--- src/rtl/split_rom_pkg.sv ---
package split_rom_pkg;

  typedef enum logic [1:0] {
    MODE_BYTE = 2'b00,
    MODE_WORD = 2'b01,
    MODE_PAIR = 2'b10,
    MODE_RSVD = 2'b11
  } rd_mode_e;

endpackage

--- src/rtl/split_rom_decode.sv ---
module split_rom_decode
  import split_rom_pkg::*;
#(
  parameter int WORDS  = 8,
  parameter int ADDR_W = 5
) (
  input  logic [ADDR_W-1:0] addr,
  input  rd_mode_e          mode,
  output logic [WORDS-1:0]  sel_lo_a,
  output logic [WORDS-1:0]  sel_hi_a,
  output logic [WORDS-1:0]  sel_lo_b,
  output logic [WORDS-1:0]  sel_hi_b
);

  int   row_a;
  logic in_range;
  logic want_lo;
  logic want_hi;

  always_comb begin
    row_a    = int'(addr);
    in_range = 1'b0;
    want_lo  = 1'b1;
    want_hi  = 1'b1;
    case (mode)
      MODE_BYTE: begin
        row_a    = int'(addr) >> 1;
        in_range = int'(addr) < 2 * WORDS;
        want_lo  = ~addr[0];
        want_hi  = addr[0];
      end
      MODE_WORD: in_range = int'(addr) < WORDS;
      MODE_PAIR: in_range = int'(addr) < WORDS - 1;
      default:   in_range = 1'b0;
    endcase
  end

  always_comb begin
    for (int r = 0; r < WORDS; r++) begin
      sel_lo_a[r] = in_range && (row_a == r) && want_lo;
      sel_hi_a[r] = in_range && (row_a == r) && want_hi;
      sel_lo_b[r] = in_range && (mode == MODE_PAIR) && (row_a + 1 == r);
      sel_hi_b[r] = in_range && (mode == MODE_PAIR) && (row_a + 1 == r);
    end
  end

  always_comb begin
    p_one_row_per_bus_r7: assert ($onehot0(sel_lo_a) && $onehot0(sel_hi_a) &&
                                  $onehot0(sel_lo_b) && $onehot0(sel_hi_b))
      else $error("more than one row drives a half-bus");
    p_reserved_idle_r5: assert (mode != MODE_RSVD ||
                                (sel_lo_a == '0 && sel_hi_a == '0 &&
                                 sel_lo_b == '0 && sel_hi_b == '0))
      else $error("reserved mode selected a row");
    p_byte_one_half_r2: assert (mode != MODE_BYTE ||
                                ($countones({sel_lo_a, sel_hi_a}) <= 1 &&
                                 sel_lo_b == '0 && sel_hi_b == '0))
      else $error("byte mode selected more than one half");
  end

endmodule

--- src/rtl/split_rom_lane.sv ---
module split_rom_lane #(
  parameter int                          WORDS    = 8,
  parameter int                          HALF_W   = 8,
  parameter logic [WORDS*2*HALF_W-1:0]   CONTENTS = '0
) (
  input  logic [WORDS-1:0]  sel_lo,
  input  logic [WORDS-1:0]  sel_hi,
  output logic [HALF_W-1:0] bus_lo,
  output logic [HALF_W-1:0] bus_hi
);

  localparam int WORD_W = 2 * HALF_W;

  logic [HALF_W-1:0] row_lo [WORDS];
  logic [HALF_W-1:0] row_hi [WORDS];

  for (genvar r = 0; r < WORDS; r++) begin : g_row
    localparam logic [HALF_W-1:0] CELLS_LO = CONTENTS[r*WORD_W +: HALF_W];
    localparam logic [HALF_W-1:0] CELLS_HI = CONTENTS[r*WORD_W+HALF_W +: HALF_W];
    assign row_lo[r] = CELLS_LO & {HALF_W{sel_lo[r]}};
    assign row_hi[r] = CELLS_HI & {HALF_W{sel_hi[r]}};
  end

  always_comb begin
    bus_lo = '0;
    bus_hi = '0;
    for (int r = 0; r < WORDS; r++) begin
      bus_lo |= row_lo[r];
      bus_hi |= row_hi[r];
    end
  end

  always_comb begin
    p_idle_bus_zero_r4: assert ((sel_lo != '0 || bus_lo == '0) &&
                                (sel_hi != '0 || bus_hi == '0))
      else $error("half-bus carries data with no row selected");
  end

endmodule

--- src/rtl/split_rom_outmux.sv ---
module split_rom_outmux
  import split_rom_pkg::*;
#(
  parameter int HALF_W = 8
) (
  input  rd_mode_e            mode,
  input  logic [HALF_W-1:0]   a_lo,
  input  logic [HALF_W-1:0]   a_hi,
  input  logic [HALF_W-1:0]   b_lo,
  input  logic [HALF_W-1:0]   b_hi,
  output logic [4*HALF_W-1:0] data
);

  always_comb begin
    case (mode)
      MODE_BYTE: data = {{(3*HALF_W){1'b0}}, a_lo | a_hi};
      MODE_WORD: data = {{(2*HALF_W){1'b0}}, a_hi, a_lo};
      MODE_PAIR: data = {b_hi, b_lo, a_hi, a_lo};
      default:   data = '0;
    endcase
  end

  always_comb begin
    p_byte_halves_exclusive_r2: assert (mode != MODE_BYTE || a_lo == '0 || a_hi == '0)
      else $error("both halves active in byte mode");
    p_byte_upper_zero_r2: assert (mode != MODE_BYTE || data[4*HALF_W-1:HALF_W] == '0)
      else $error("byte mode upper bits not zero");
  end

endmodule

--- src/rtl/split_rom.sv ---
module split_rom
  import split_rom_pkg::*;
#(
  parameter int                        WORDS    = 8,
  parameter int                        HALF_W   = 8,
  parameter logic [WORDS*2*HALF_W-1:0] CONTENTS = 128'hF00F_0FF0_3C3C_C3C3_AA55_55AA_1234_8001,
  localparam int                       ADDR_W   = $clog2(WORDS) + 2
) (
  input  logic [1:0]          rd_mode,
  input  logic [ADDR_W-1:0]   rd_addr,
  output logic [4*HALF_W-1:0] rd_data
);

  rd_mode_e          mode;
  logic [WORDS-1:0]  sel_lo_a, sel_hi_a, sel_lo_b, sel_hi_b;
  logic [HALF_W-1:0] a_lo, a_hi, b_lo, b_hi;

  assign mode = rd_mode_e'(rd_mode);

  split_rom_decode #(.WORDS(WORDS), .ADDR_W(ADDR_W)) u_decode (
    .addr     (rd_addr),
    .mode     (mode),
    .sel_lo_a (sel_lo_a),
    .sel_hi_a (sel_hi_a),
    .sel_lo_b (sel_lo_b),
    .sel_hi_b (sel_hi_b)
  );

  split_rom_lane #(.WORDS(WORDS), .HALF_W(HALF_W), .CONTENTS(CONTENTS)) u_lane_a (
    .sel_lo (sel_lo_a),
    .sel_hi (sel_hi_a),
    .bus_lo (a_lo),
    .bus_hi (a_hi)
  );

  split_rom_lane #(.WORDS(WORDS), .HALF_W(HALF_W), .CONTENTS(CONTENTS)) u_lane_b (
    .sel_lo (sel_lo_b),
    .sel_hi (sel_hi_b),
    .bus_lo (b_lo),
    .bus_hi (b_hi)
  );

  split_rom_outmux #(.HALF_W(HALF_W)) u_outmux (
    .mode (mode),
    .a_lo (a_lo),
    .a_hi (a_hi),
    .b_lo (b_lo),
    .b_hi (b_hi),
    .data (rd_data)
  );

  always_comb begin
    p_second_lane_idle_r3: assert (mode == MODE_PAIR || (b_lo == '0 && b_hi == '0))
      else $error("second lane active outside 32-bit mode");
    p_reserved_reads_zero_r5: assert (mode != MODE_RSVD || rd_data == '0)
      else $error("reserved mode returned data");
  end

endmodule

--- config.mk ---
export PLATFORM = sky130hd
export DESIGN_NAME = split_rom
export DESIGN_NICKNAME = d
export VERILOG_FILES = /design/src/rtl/split_rom_pkg.sv /design/src/rtl/split_rom_decode.sv /design/src/rtl/split_rom_lane.sv /design/src/rtl/split_rom_outmux.sv /design/src/rtl/split_rom.sv
export SDC_FILE = /design/constraint.sdc
export NUM_CORES = 1
export LEC_CHECK = 0
export CORE_MARGIN = 2
export CORE_UTILIZATION = 60
export DETAILED_ROUTE_END_ITERATION = 10
export DONT_BUFFER_PORTS = 1
export PLACE_DENSITY = 0.88
export SYNTH_ARGS = -nofsm -noshare
export SYNTH_HDL_FRONTEND = slang
export SYNTH_SLANG_ARGS = --single-unit
--- constraint.sdc ---
create_clock -name vclk -period 1.7
set_input_delay 0.17 -clock vclk [all_inputs]
set_output_delay 0.17 -clock vclk [all_outputs]
set_load 0.03 [all_outputs]
==> results of run 1 <==
==> synthesized netlist by cell type, types with 4 or more instances <==
cell type,n,area share [%]
nor3_1,7,3.3
nand2_1,10,3.5
and2_1,4,2.4
nand2b_1,8,4.7
nand3b_1,4,2.8
o21ai_0,6,2.8
nor2_1,21,7.4
clkbuf_1,7,2.5
a21oi_1,19,9.0
buf_2,6,2.8
xnor2_1,5,4.1
==> layer usage <==
| metal | overflow | track usage [%] |
|---|---|---|
| met1 | 0 | 73.2 |
| met2 | 3 | 82.5 |
| met3 | 0 | 49.6 |
| met4 | 3 | 66.3 |
| met5 | 0 | 0 |
==> per-stage QoR <==
step | worst slack (ns) | util [%] | cells | cell area [um^2]
after CTS | -0.199 | 88.2 | 202 | 1490
after floorplan | -0.418 | - | 167 | 1210
after global placement | -0.129 | 84.7 | 199 | 1430
after detailed placement | -0.232 | 84.7 | 199 | 1430
==> timing repair <==
| item | 4_1_cts |
|---|---|
| resized for setup | 9 |
| setup endpoints to repair | 16 |
| setup buffers | 3 |
| pin swaps | 8 |
==> cell families after synthesis <==
logic type,count (synthesis)
AND/OR/NAND/NOR,72
buffers and inverters,24
multiplexers,3
XOR/XNOR,5
adder cells (fa/ha/maj),1
AO/OA/AOI/OAI,62
==> impl_metrics.tcl, run 1 <==
set metrics [dict create \
    row_count 15 \
    outcome.stop_stage "global routing (5_1_grt)" \
    initial_core_util_pct 62.7 \
    grt_overflow_total 6 \
    synth_nets 174 \
    die_height_um 46.0 \
    synth_fa_ha_area_share_pct 0.945 \
    synth_compound_area_share_pct 45.0 \
    error "[ERROR GRT-0232] Routing congestion too high. Check the congestion heatmap in the GUI." \
    hold_buffers 0 \
    yosys-mux-area-fraction_pct 2.95 \
    ys_types 53 \
    status "aborted with a tool error" \
    grt_max_degree 32 \
    fp.dieW_um 46.0 \
    synth_area_um2 1060 \
    yosys_warnings 0 \
    gr-usage-all-layers_pct 68.1 \
    worstEndpointGrtRepair "rd_data[7]" \
    port_buffers 0 \
    syn_area_per_cell_um2 6.35 \
    yosysSeqAreaShare_pct 0 \
    gp_congestion 0.946 \
    netlist_instances 167 \
    synth_top_family_by_area "compound AO/OA/AOI/OAI gates" \
    yosys.area_share.simple_pct 36.0 \
    synthXorXnorAreaFrac_pct 4.13 \
    place_hpwl_um 2750 \
    worst-ep-kind "primary output" \
    pin_count 39 \
]
==> run 2, diff against run 1 <==
--- a/config.mk
+++ b/config.mk
@@ -5,11 +5,11 @@
 export SDC_FILE = /design/constraint.sdc
 export NUM_CORES = 1
 export LEC_CHECK = 0
-export CORE_MARGIN = 2
-export CORE_UTILIZATION = 60
+export CORE_AREA = 2 2 63 65
 export DETAILED_ROUTE_END_ITERATION = 10
+export DIE_AREA = 0 0 65 67
 export DONT_BUFFER_PORTS = 1
-export PLACE_DENSITY = 0.88
+export PLACE_DENSITY_LB_ADDON = 0.15
 export SYNTH_ARGS = -nofsm -noshare
 export SYNTH_HDL_FRONTEND = slang
 export SYNTH_SLANG_ARGS = --single-unit
==> constraint.sdc (replaced) <==
create_clock -name vclk -period 2.2
set_input_delay 0.22 -clock vclk [all_inputs]
set_output_delay 0.22 -clock vclk [all_outputs]
set_load 0.03 [all_outputs]
==> run 2 against run 1 <==
Against the previous run: the flow now finishes without violations; synthesized area did not move; synthesized cell count did not move.
==> impl_metrics.tcl, run 2 <==
set metrics [dict create \
    hold_buffers 0 \
    crit_buf_inv 1 \
    crit_path_end_kind "output pin" \
    place_hpwl_um 2690 \
    synth_nets 174 \
    yosys_warnings 0 \
    seq_cells 0 \
    synthTopCellsByArea "a21oi_1 (9.0%), nor2_1 (7.4%), nand2b_1 (4.7%)" \
    area_growth_pct 19.4 \
    core_um2 3610 \
    n_clock_buffer 0 \
    share_seq_of_total_power_pct 0 \
    cts_setup_buffers 0 \
    row_count 22 \
    synth_top_area_share_pct 8.97 \
    top_layer "met4" \
    worst_slew_pin_slew_ns 0.563 \
    yosysSeqAreaShare_pct 0 \
    period_share_pct 93.0 \
    route.detailed.drc 0 \
    fp.dieW_um 65 \
    slew_violations 0 \
    die_area_um2 4360 \
    ir_drop_mv 0.0831 \
    critPathRequiredTime_ns 1.98 \
    p_comb_share_pct 100.0 \
    yosysTopAreaCell "a21oi_1" \
    ctsResizeCount 0 \
    worst_hold_path_type "input port to output pin" \
    viasPerCell 5.73 \
    met2_length_um 1730 \
    antennaDiodeCount 0 \
    cap_violations 0 \
    seq_area_um2 0 \
    gr-usage-all-layers_pct 17.9 \
    drtPass1Iterations 4 \
    setup_violations 0 \
    grt_pass1_vias 1220 \
    cp_common_cell "a31oi_4" \
    cpPeakStageDelay_ns 0.54 \
    rsz0062_at_grt "no" \
    post-route-min-period_ns 2.05 \
    grt_overflow_total 0 \
    n_fill_cell 396 \
    dp_slack_ns 0.164 \
    grt_pass1_wl_um 6330 \
    port_buffers 0 \
    fin_ws_ns 0.154 \
    antenna_found_initial 0 \
    clkPwrFrac_pct 0 \
    critical_path_peak_fanout 16 \
    final_hold_viol_count 0 \
    netlist_instances 167 \
    worstSetupPathType "input port to output pin" \
    routed_wl_um 3790 \
    initial_core_util_pct 29.4 \
    layout-drive-gt1-share_pct 27.6 \
    cp_cell_sequence "or4b_4 -> a31oi_4 -> a31oi_4 -> a211oi_4 -> nand3b_1 -> buf_12" \
    met3_length_um 237 \
    worst_path_max_delay_cell "or4b_4" \
    swShare_pct 60.4 \
    ys_types 53 \
    multi_input_area_um2 975 \
    maxSlewHeadroom_pct 62.3 \
    stdcell_count 222 \
    synth.most_common_cell "nor2_1" \
    met1_length_um 1810 \
    final_common_cell "buf_4" \
    layout_common_cells "buf_4 (26), nor2_1 (21), a21oi_1 (19), nand2_1 (10), nand2b_1 (8)" \
    leakagePower_uw 0.000432 \
    p_per_area_nw_per_um2 171 \
    num_vias 1273 \
    nNetsFinal 183 \
    max_freq_mhz 489 \
    status "complete, no violations" \
    drtIter0Drc 94 \
    postLayoutCoreUtil_pct 35.1 \
    gp_congestion 0.841 \
    synth_area_um2 1060 \
    power.switching_uw 131 \
    netlist_top_cells_count "nor2_1 (21), a21oi_1 (19), nand2_1 (10)" \
    grt_max_degree 32 \
    syn_area_per_cell_um2 6.35 \
    pin_count 39 \
    antenna_left 0 \
    wl_per_cell_um 17.0 \
    dp.cells 222 \
    p_int_uw 85.9 \
    cpLargestDelayFamily "compound AO/OA/AOI/OAI gates" \
    die_height_um 67 \
    cp.arrival_ns 1.83 \
    cp-start-kind "input port" \
]
-- run 2: per-stage QoR --
step	instance area [um^2]	TNS (ns)	power (uW)	hold slack [ns]
2_1_floorplan	1090	-0.0227	195	0.828
3_3_place_gp	1260	0	216	0.562
3_5_place_dp	1260	0	215	0.564
4_1_cts	1260	0	216	0.564
5_1_grt	1260	0	235	0.570
6_report	1260	0	217	0.571
-- run 2: cell type report --
| type | instances | share of cell area [%] |
|---|---|---|
| Inverter | 4 | 1.19 |
| Multi-Input combinational cell | 143 | 77.1 |
| Tap cell | 48 | 4.75 |
| Timing Repair Buffer | 27 | 17.0 |
-- run 2: cell families (layout without fill, tap and decap cells) --
kind of cell / after synthesis / after routing / synth area share [%]
xor gates and xnor gates: 5 / 5 / 4.13
and+or+nand+nor: 72 / 72 / 36.0
adders and majority gates: 1 / 1 / 0.945
muxes: 3 / 3 / 2.95
AOI/OAI and AO/OA: 62 / 62 / 45.0
buffers and inverters: 24 / 31 / 11.0
-- run 2: final timing paths --
| check | start | end | cells after the start | slack (ns) |
|---|---|---|---|---|
| max | rd_addr[3] | rd_data[7] | 6 | 0.15 |
| min | rd_addr[0] | rd_data[18] | 1 | 0.57 |
-- run 2: power by group through the flow --
stage | clock network, uW | logic (uW) | registers, uW
finish | 0 | 217 | 0
global route | 0 | 235 | 0
CTS | 0 | 216 | 0
detailed placement | 0 | 215 | 0
global placement | 0 | 216 | 0
floorplan | 0 | 195 | 0
-- run 2: per-layer routing --
metal	vias to the layer above	track usage, %
li1	639	-
met1	586	27.3
met2	46	27.7
met3	2	0.845
met4	0	2.93
met5	-	0
Power figures use the tool's default switching activity.
==> run 3, diff against run 2 <==
--- a/config.mk
+++ b/config.mk
@@ -10,6 +10,8 @@
 export DIE_AREA = 0 0 65 67
 export DONT_BUFFER_PORTS = 1
 export PLACE_DENSITY_LB_ADDON = 0.15
+export SETUP_SLACK_MARGIN = 0.3
+export SLEW_MARGIN = 20
 export SYNTH_ARGS = -nofsm -noshare
 export SYNTH_HDL_FRONTEND = slang
 export SYNTH_SLANG_ARGS = --single-unit
==> constraint.sdc (replaced) <==
create_clock -name vclk -period 2.45
set_input_delay 0.245 -clock vclk [all_inputs]
set_output_delay 0.245 -clock vclk [all_outputs]
set_load 0.03 [all_outputs]
==> run 3 against run 2 <==
Against the previous run: count of clock-buffer cells in the layout stayed put; via count up 0.79%; largest power group unchanged; flip-flop and latch count stayed put; global-route usage fell by 0.83 points; critical endpoint unchanged; first-iteration DRC count down 50%.
==> impl_metrics.tcl, run 3 (synthesis results as in run 2) <==
set metrics [dict create \
    status "complete, no violations" \
    hold_depth 1 \
    place_hpwl_um 2650 \
    worst_path_max_delay_cell "or4b_4" \
    setup_tns_ns 0 \
    setup_violations 0 \
    cpLargestDelayFamily "simple AND/OR/NAND/NOR gates" \
    final_common_cell "nor2_1" \
    cp_common_cell "a31oi_4" \
    grt_pass1_wl_um 6120 \
    power_uw 191 \
    routed_wl_um 3820 \
    leakagePower_uw 0.000403 \
    power.switching_uw 118 \
    worstSetupPathType "input port to output pin" \
    max_freq_mhz 479 \
    p_int_uw 73.7 \
    grt_overflow_total 0 \
    antennaDiodeCount 0 \
    hp-start "rd_addr[0]" \
    hold_buffers 0 \
    viasPerCell 5.94 \
    wl_per_cell_um 17.7 \
    initial_core_util_pct 29.4 \
    grt_pass1_vias 1192 \
    route.detailed.drc 0 \
    num_vias 1283 \
    grt_max_degree 32 \
    pin_count 39 \
    post-route-min-period_ns 2.09 \
    critPathRequiredTime_ns 2.20 \
    drtPass1Iterations 4 \
    swShare_pct 61.5 \
    gp_congestion 0.855 \
    worst_hold_path_type "input port to output pin" \
    gr-usage-all-layers_pct 17.1 \
    dp.cells 215 \
    maxSlewHeadroom_pct 60.8 \
    seq_cells 0 \
    n_fill_cell 407 \
    final_hold_viol_count 0 \
    die_height_um 67 \
    area_growth_pct 16.8 \
    critical_path_peak_fanout 17 \
    cap_violations 0 \
    cp.arrival_ns 1.84 \
    die_area_um2 4360 \
    share_seq_of_total_power_pct 0 \
    multi_input_area_um2 992 \
    worstHoldEndpoint "rd_data[18]" \
    crit_buf_inv 1 \
    worst_slew_pin_slew_ns 0.586 \
    p_per_area_nw_per_um2 155 \
    period_share_pct 85.2 \
    antenna_left 0 \
    row_count 22 \
    port_buffers 0 \
    slew_violations 0 \
    antenna_found_initial 0 \
    rsz0062_at_grt "no" \
    cp_cell_sequence "or4b_4 -> a31oi_4 -> a31oi_4 -> a211oi_4 -> nand3b_1 -> buf_12" \
    drtIter0Drc 47 \
    crit_path_end_kind "output pin" \
    fp.dieW_um 65 \
    nNetsFinal 177 \
    cp-start-kind "input port" \
    p_comb_share_pct 100.0 \
    seq_area_um2 0 \
    layout_common_cells "nor2_1 (21), buf_4 (20), a21oi_1 (19), nand2_1 (10), nand2b_1 (8)" \
    n_clock_buffer 0 \
    clkPwrFrac_pct 0 \
    stdcell_count 216 \
    cpPeakStageDelay_ns 0.56 \
    layout-drive-gt1-share_pct 25.6 \
    ir_drop_mv 0.0682 \
    core_um2 3610 \
]
## run 3: changes by cell type in the layout (fill, tap and decap cells not counted), sizes merged
cell	delta
buf	-6
## run 3: worst max path at each step
stage                     startpoint  depth (start not counted)  slack (ns)    endpoint
after floorplan           rd_mode[0]                          6        0.20  rd_data[7]
after global placement    rd_addr[3]                          5        0.35  rd_data[1]
after detailed placement  rd_addr[3]                          5        0.31  rd_data[3]
after CTS                 rd_addr[3]                          6        0.31  rd_data[7]
after global routing      rd_mode[0]                          6        0.31  rd_data[7]
final                     rd_mode[0]                          6        0.36  rd_data[7]
## run 3: final cells by class
class	instances	area share (%)
multi-input cells	143	80.2
repair buffers	21	13.8
well taps	48	4.85
inverters	4	1.21
## run 3: metal layers
layer	track usage (%)	vias to the layer above	share of wire (%)
met5	0	-	0
li1	-	626	-
met4	0.798	0	0.45
met3	1.18	2	4.2
met2	27.8	37	45
met1	25.4	618	50
## run 3: stage by stage
step                cell area, um^2  util (%)  setup WS [ns]  hold slack (ns)
floorplan                      1100         -          0.202            0.876
global placement               1220      33.8          0.347            0.615
detailed placement             1220      33.8          0.314            0.616
CTS                            1220      33.8          0.306            0.616
global route                   1240      34.3          0.313            0.629
finish                         1240      34.3          0.363            0.622
## run 3: power groups by stage
| stage | Clock [uW] | Combinational (uW) | Sequential [uW] |
|---|---|---|---|
| floorplan | 0 | 176 | 0 |
| global placement | 0 | 188 | 0 |
| detailed placement | 0 | 188 | 0 |
| CTS | 0 | 189 | 0 |
| global route | 0 | 206 | 0 |
| finish | 0 | 191 | 0 |
## run 3: repair_timing
item | 4_1_cts | 5_1_grt
setup buffers | 0 | 1
resized for setup | 0 | 1
endpoints found under the setup margin | 0 | 9
==> run 4, diff against run 3 <==
==> constraint.sdc (replaced) <==
create_clock -name vclk -period 2.45
set_input_delay 0.245 -clock vclk [all_inputs]
set_output_delay 0.245 -clock vclk [all_outputs]
set_load 0.005 [all_outputs]
==> run 4 against run 3 <==
Against the previous run: setup slack improved by 0.030 ns; cell area fell by 15%; worst hold slack got worse by 0.094 ns; critical path depth fell by 1; via count fell by 3.6%; non-clock buffer count fell by 17; final cell count fell by 7.9%; first-iteration DRC count rose by 96%; sequential share of layout area did not move; die area did not move; global-route usage fell by 0.75 points; core utilization fell by 5.1 points.
==> impl_metrics.tcl, run 4 (synthesis results as in run 2) <==
set metrics [dict create \
    status "complete, no violations" \
    fp.dieW_um 65 \
    gr-usage-all-layers_pct 16.3 \
    wl_per_cell_um 18.3 \
    worst_hold_path_type "input port to output pin" \
    grt-busiest-layer "met2" \
    grt.met3_usage_pct 4.05 \
    grt_pass1_vias 1052 \
    stdcell_count 199 \
    antenna_found_initial 0 \
    layout_common_cells "nor2_1 (21), a21oi_1 (19), nand2_1 (10), nand2b_1 (8), nor3_1 (7)" \
    postPlaceCellArea_um2 1050 \
    cts_setup_buffers 0 \
    period_share_pct 83.9 \
    num_vias 1237 \
    setup_tns_ns 0 \
    post-route-min-period_ns 2.06 \
    worst_slew_pin_slew_ns 0.465 \
    power_uw 138 \
    drtPass1Iterations 6 \
    cp.arrival_ns 1.81 \
    p_per_area_nw_per_um2 131 \
    stdcell_area_um2 1050 \
    leakagePower_uw 0.000305 \
    hp-start "rd_addr[0]" \
    met2_usage_pct 27.1 \
    place_hpwl_um 2630 \
    die_height_um 67 \
    ir_drop_mv 0.0314 \
    pin_count 39 \
    grt_overflow_total 0 \
    crit_buf_inv 0 \
    initial_core_util_pct 29.4 \
    nNetsFinal 160 \
    final_common_cell "nor2_1" \
    worst_path_max_delay_cell "or4b_4" \
    critical_path_peak_fanout 17 \
    final_hold_viol_count 0 \
    n_clock_buffer 0 \
    gp_congestion 0.873 \
    dp.cells 199 \
    die_area_um2 4360 \
    drtIter0Drc 92 \
    rsz0062_at_grt "no" \
    maxSlewHeadroom_pct 69.0 \
    cpPeakStageDelay_ns 0.62 \
    viasPerCell 6.22 \
    routed_wl_um 3640 \
    antenna_left 0 \
    grt_pass1_wl_um 5750 \
    route.detailed.drc 0 \
    grt_max_degree 32 \
    hold_buffers 0 \
    layout-drive-gt1-share_pct 14.6 \
    cp-startpoint "rd_mode[0]" \
    port_buffers 0 \
    slew_violations 0 \
    critPathRequiredTime_ns 2.20 \
    area_growth_pct -0.590 \
    crit_path_end_kind "output pin" \
    cpLargestDelayFamily "compound AO/OA/AOI/OAI gates" \
    cap_violations 0 \
    cp_cell_sequence "or4b_4 -> a31oi_4 -> a31oi_4 -> a211oi_2 -> a221o_1" \
    worstSetupPathType "input port to output pin" \
    cp_common_cell "a31oi_4" \
    core_um2 3610 \
    max_freq_mhz 486 \
    seq_area_um2 0 \
    met1_usage_pct 22.5 \
    n_fill_cell 416 \
    row_count 22 \
    seq_cells 0 \
    cp.depth 5 \
    antennaDiodeCount 0 \
    hold_depth 1 \
    cp-start-kind "input port" \
    setup_violations 0 \
]
-- run 4: what timing repair did --
item / 4_1_cts / 5_1_grt
hold endpoints to repair: 0 / 0
endpoints found under the setup margin: 0 / 1
resized for setup: 0 / 1
-- run 4: final cells by class --
cell class                      count  area, um^2  area share (%)
Multi-Input combinational cell    143         948            90.0
Timing Repair Buffer                4        30.0            2.85
Tap cell                           48        60.1            5.70
Inverter                            4        15.0            1.43
-- run 4: worst paths after layout --
path,endpoint,slack [ns]
setup / recovery,rd_data[1],0.39
hold / removal,rd_data[8],0.53
-- run 4: through the flow --
stage	util (%)	hold WS [ns]	setup WS [ns]
final	29.2	0.528	0.393
after global placement	29.1	0.524	0.415
after detailed placement	29.1	0.524	0.402
after global routing	29.2	0.526	0.337
after CTS	29.1	0.525	0.400
after floorplan	-	0.775	0.540
-- run 4: power by group --
part	internal [uW]	total (uW)	switching, uW	leakage, uW
clock	0	0	0	0
sequential	0	0	0	0
combinational	58.1	138	80.2	0.000305
total	58.1	138	80.2	0.000305
-- run 4: metal layers --
metal  part of all wire [%]  vias to the layer above
met2                     45                       51
met5                      0                        -
met1                     44                      597
li1                       -                      589
met3                     11                        0
met4                      0                        0
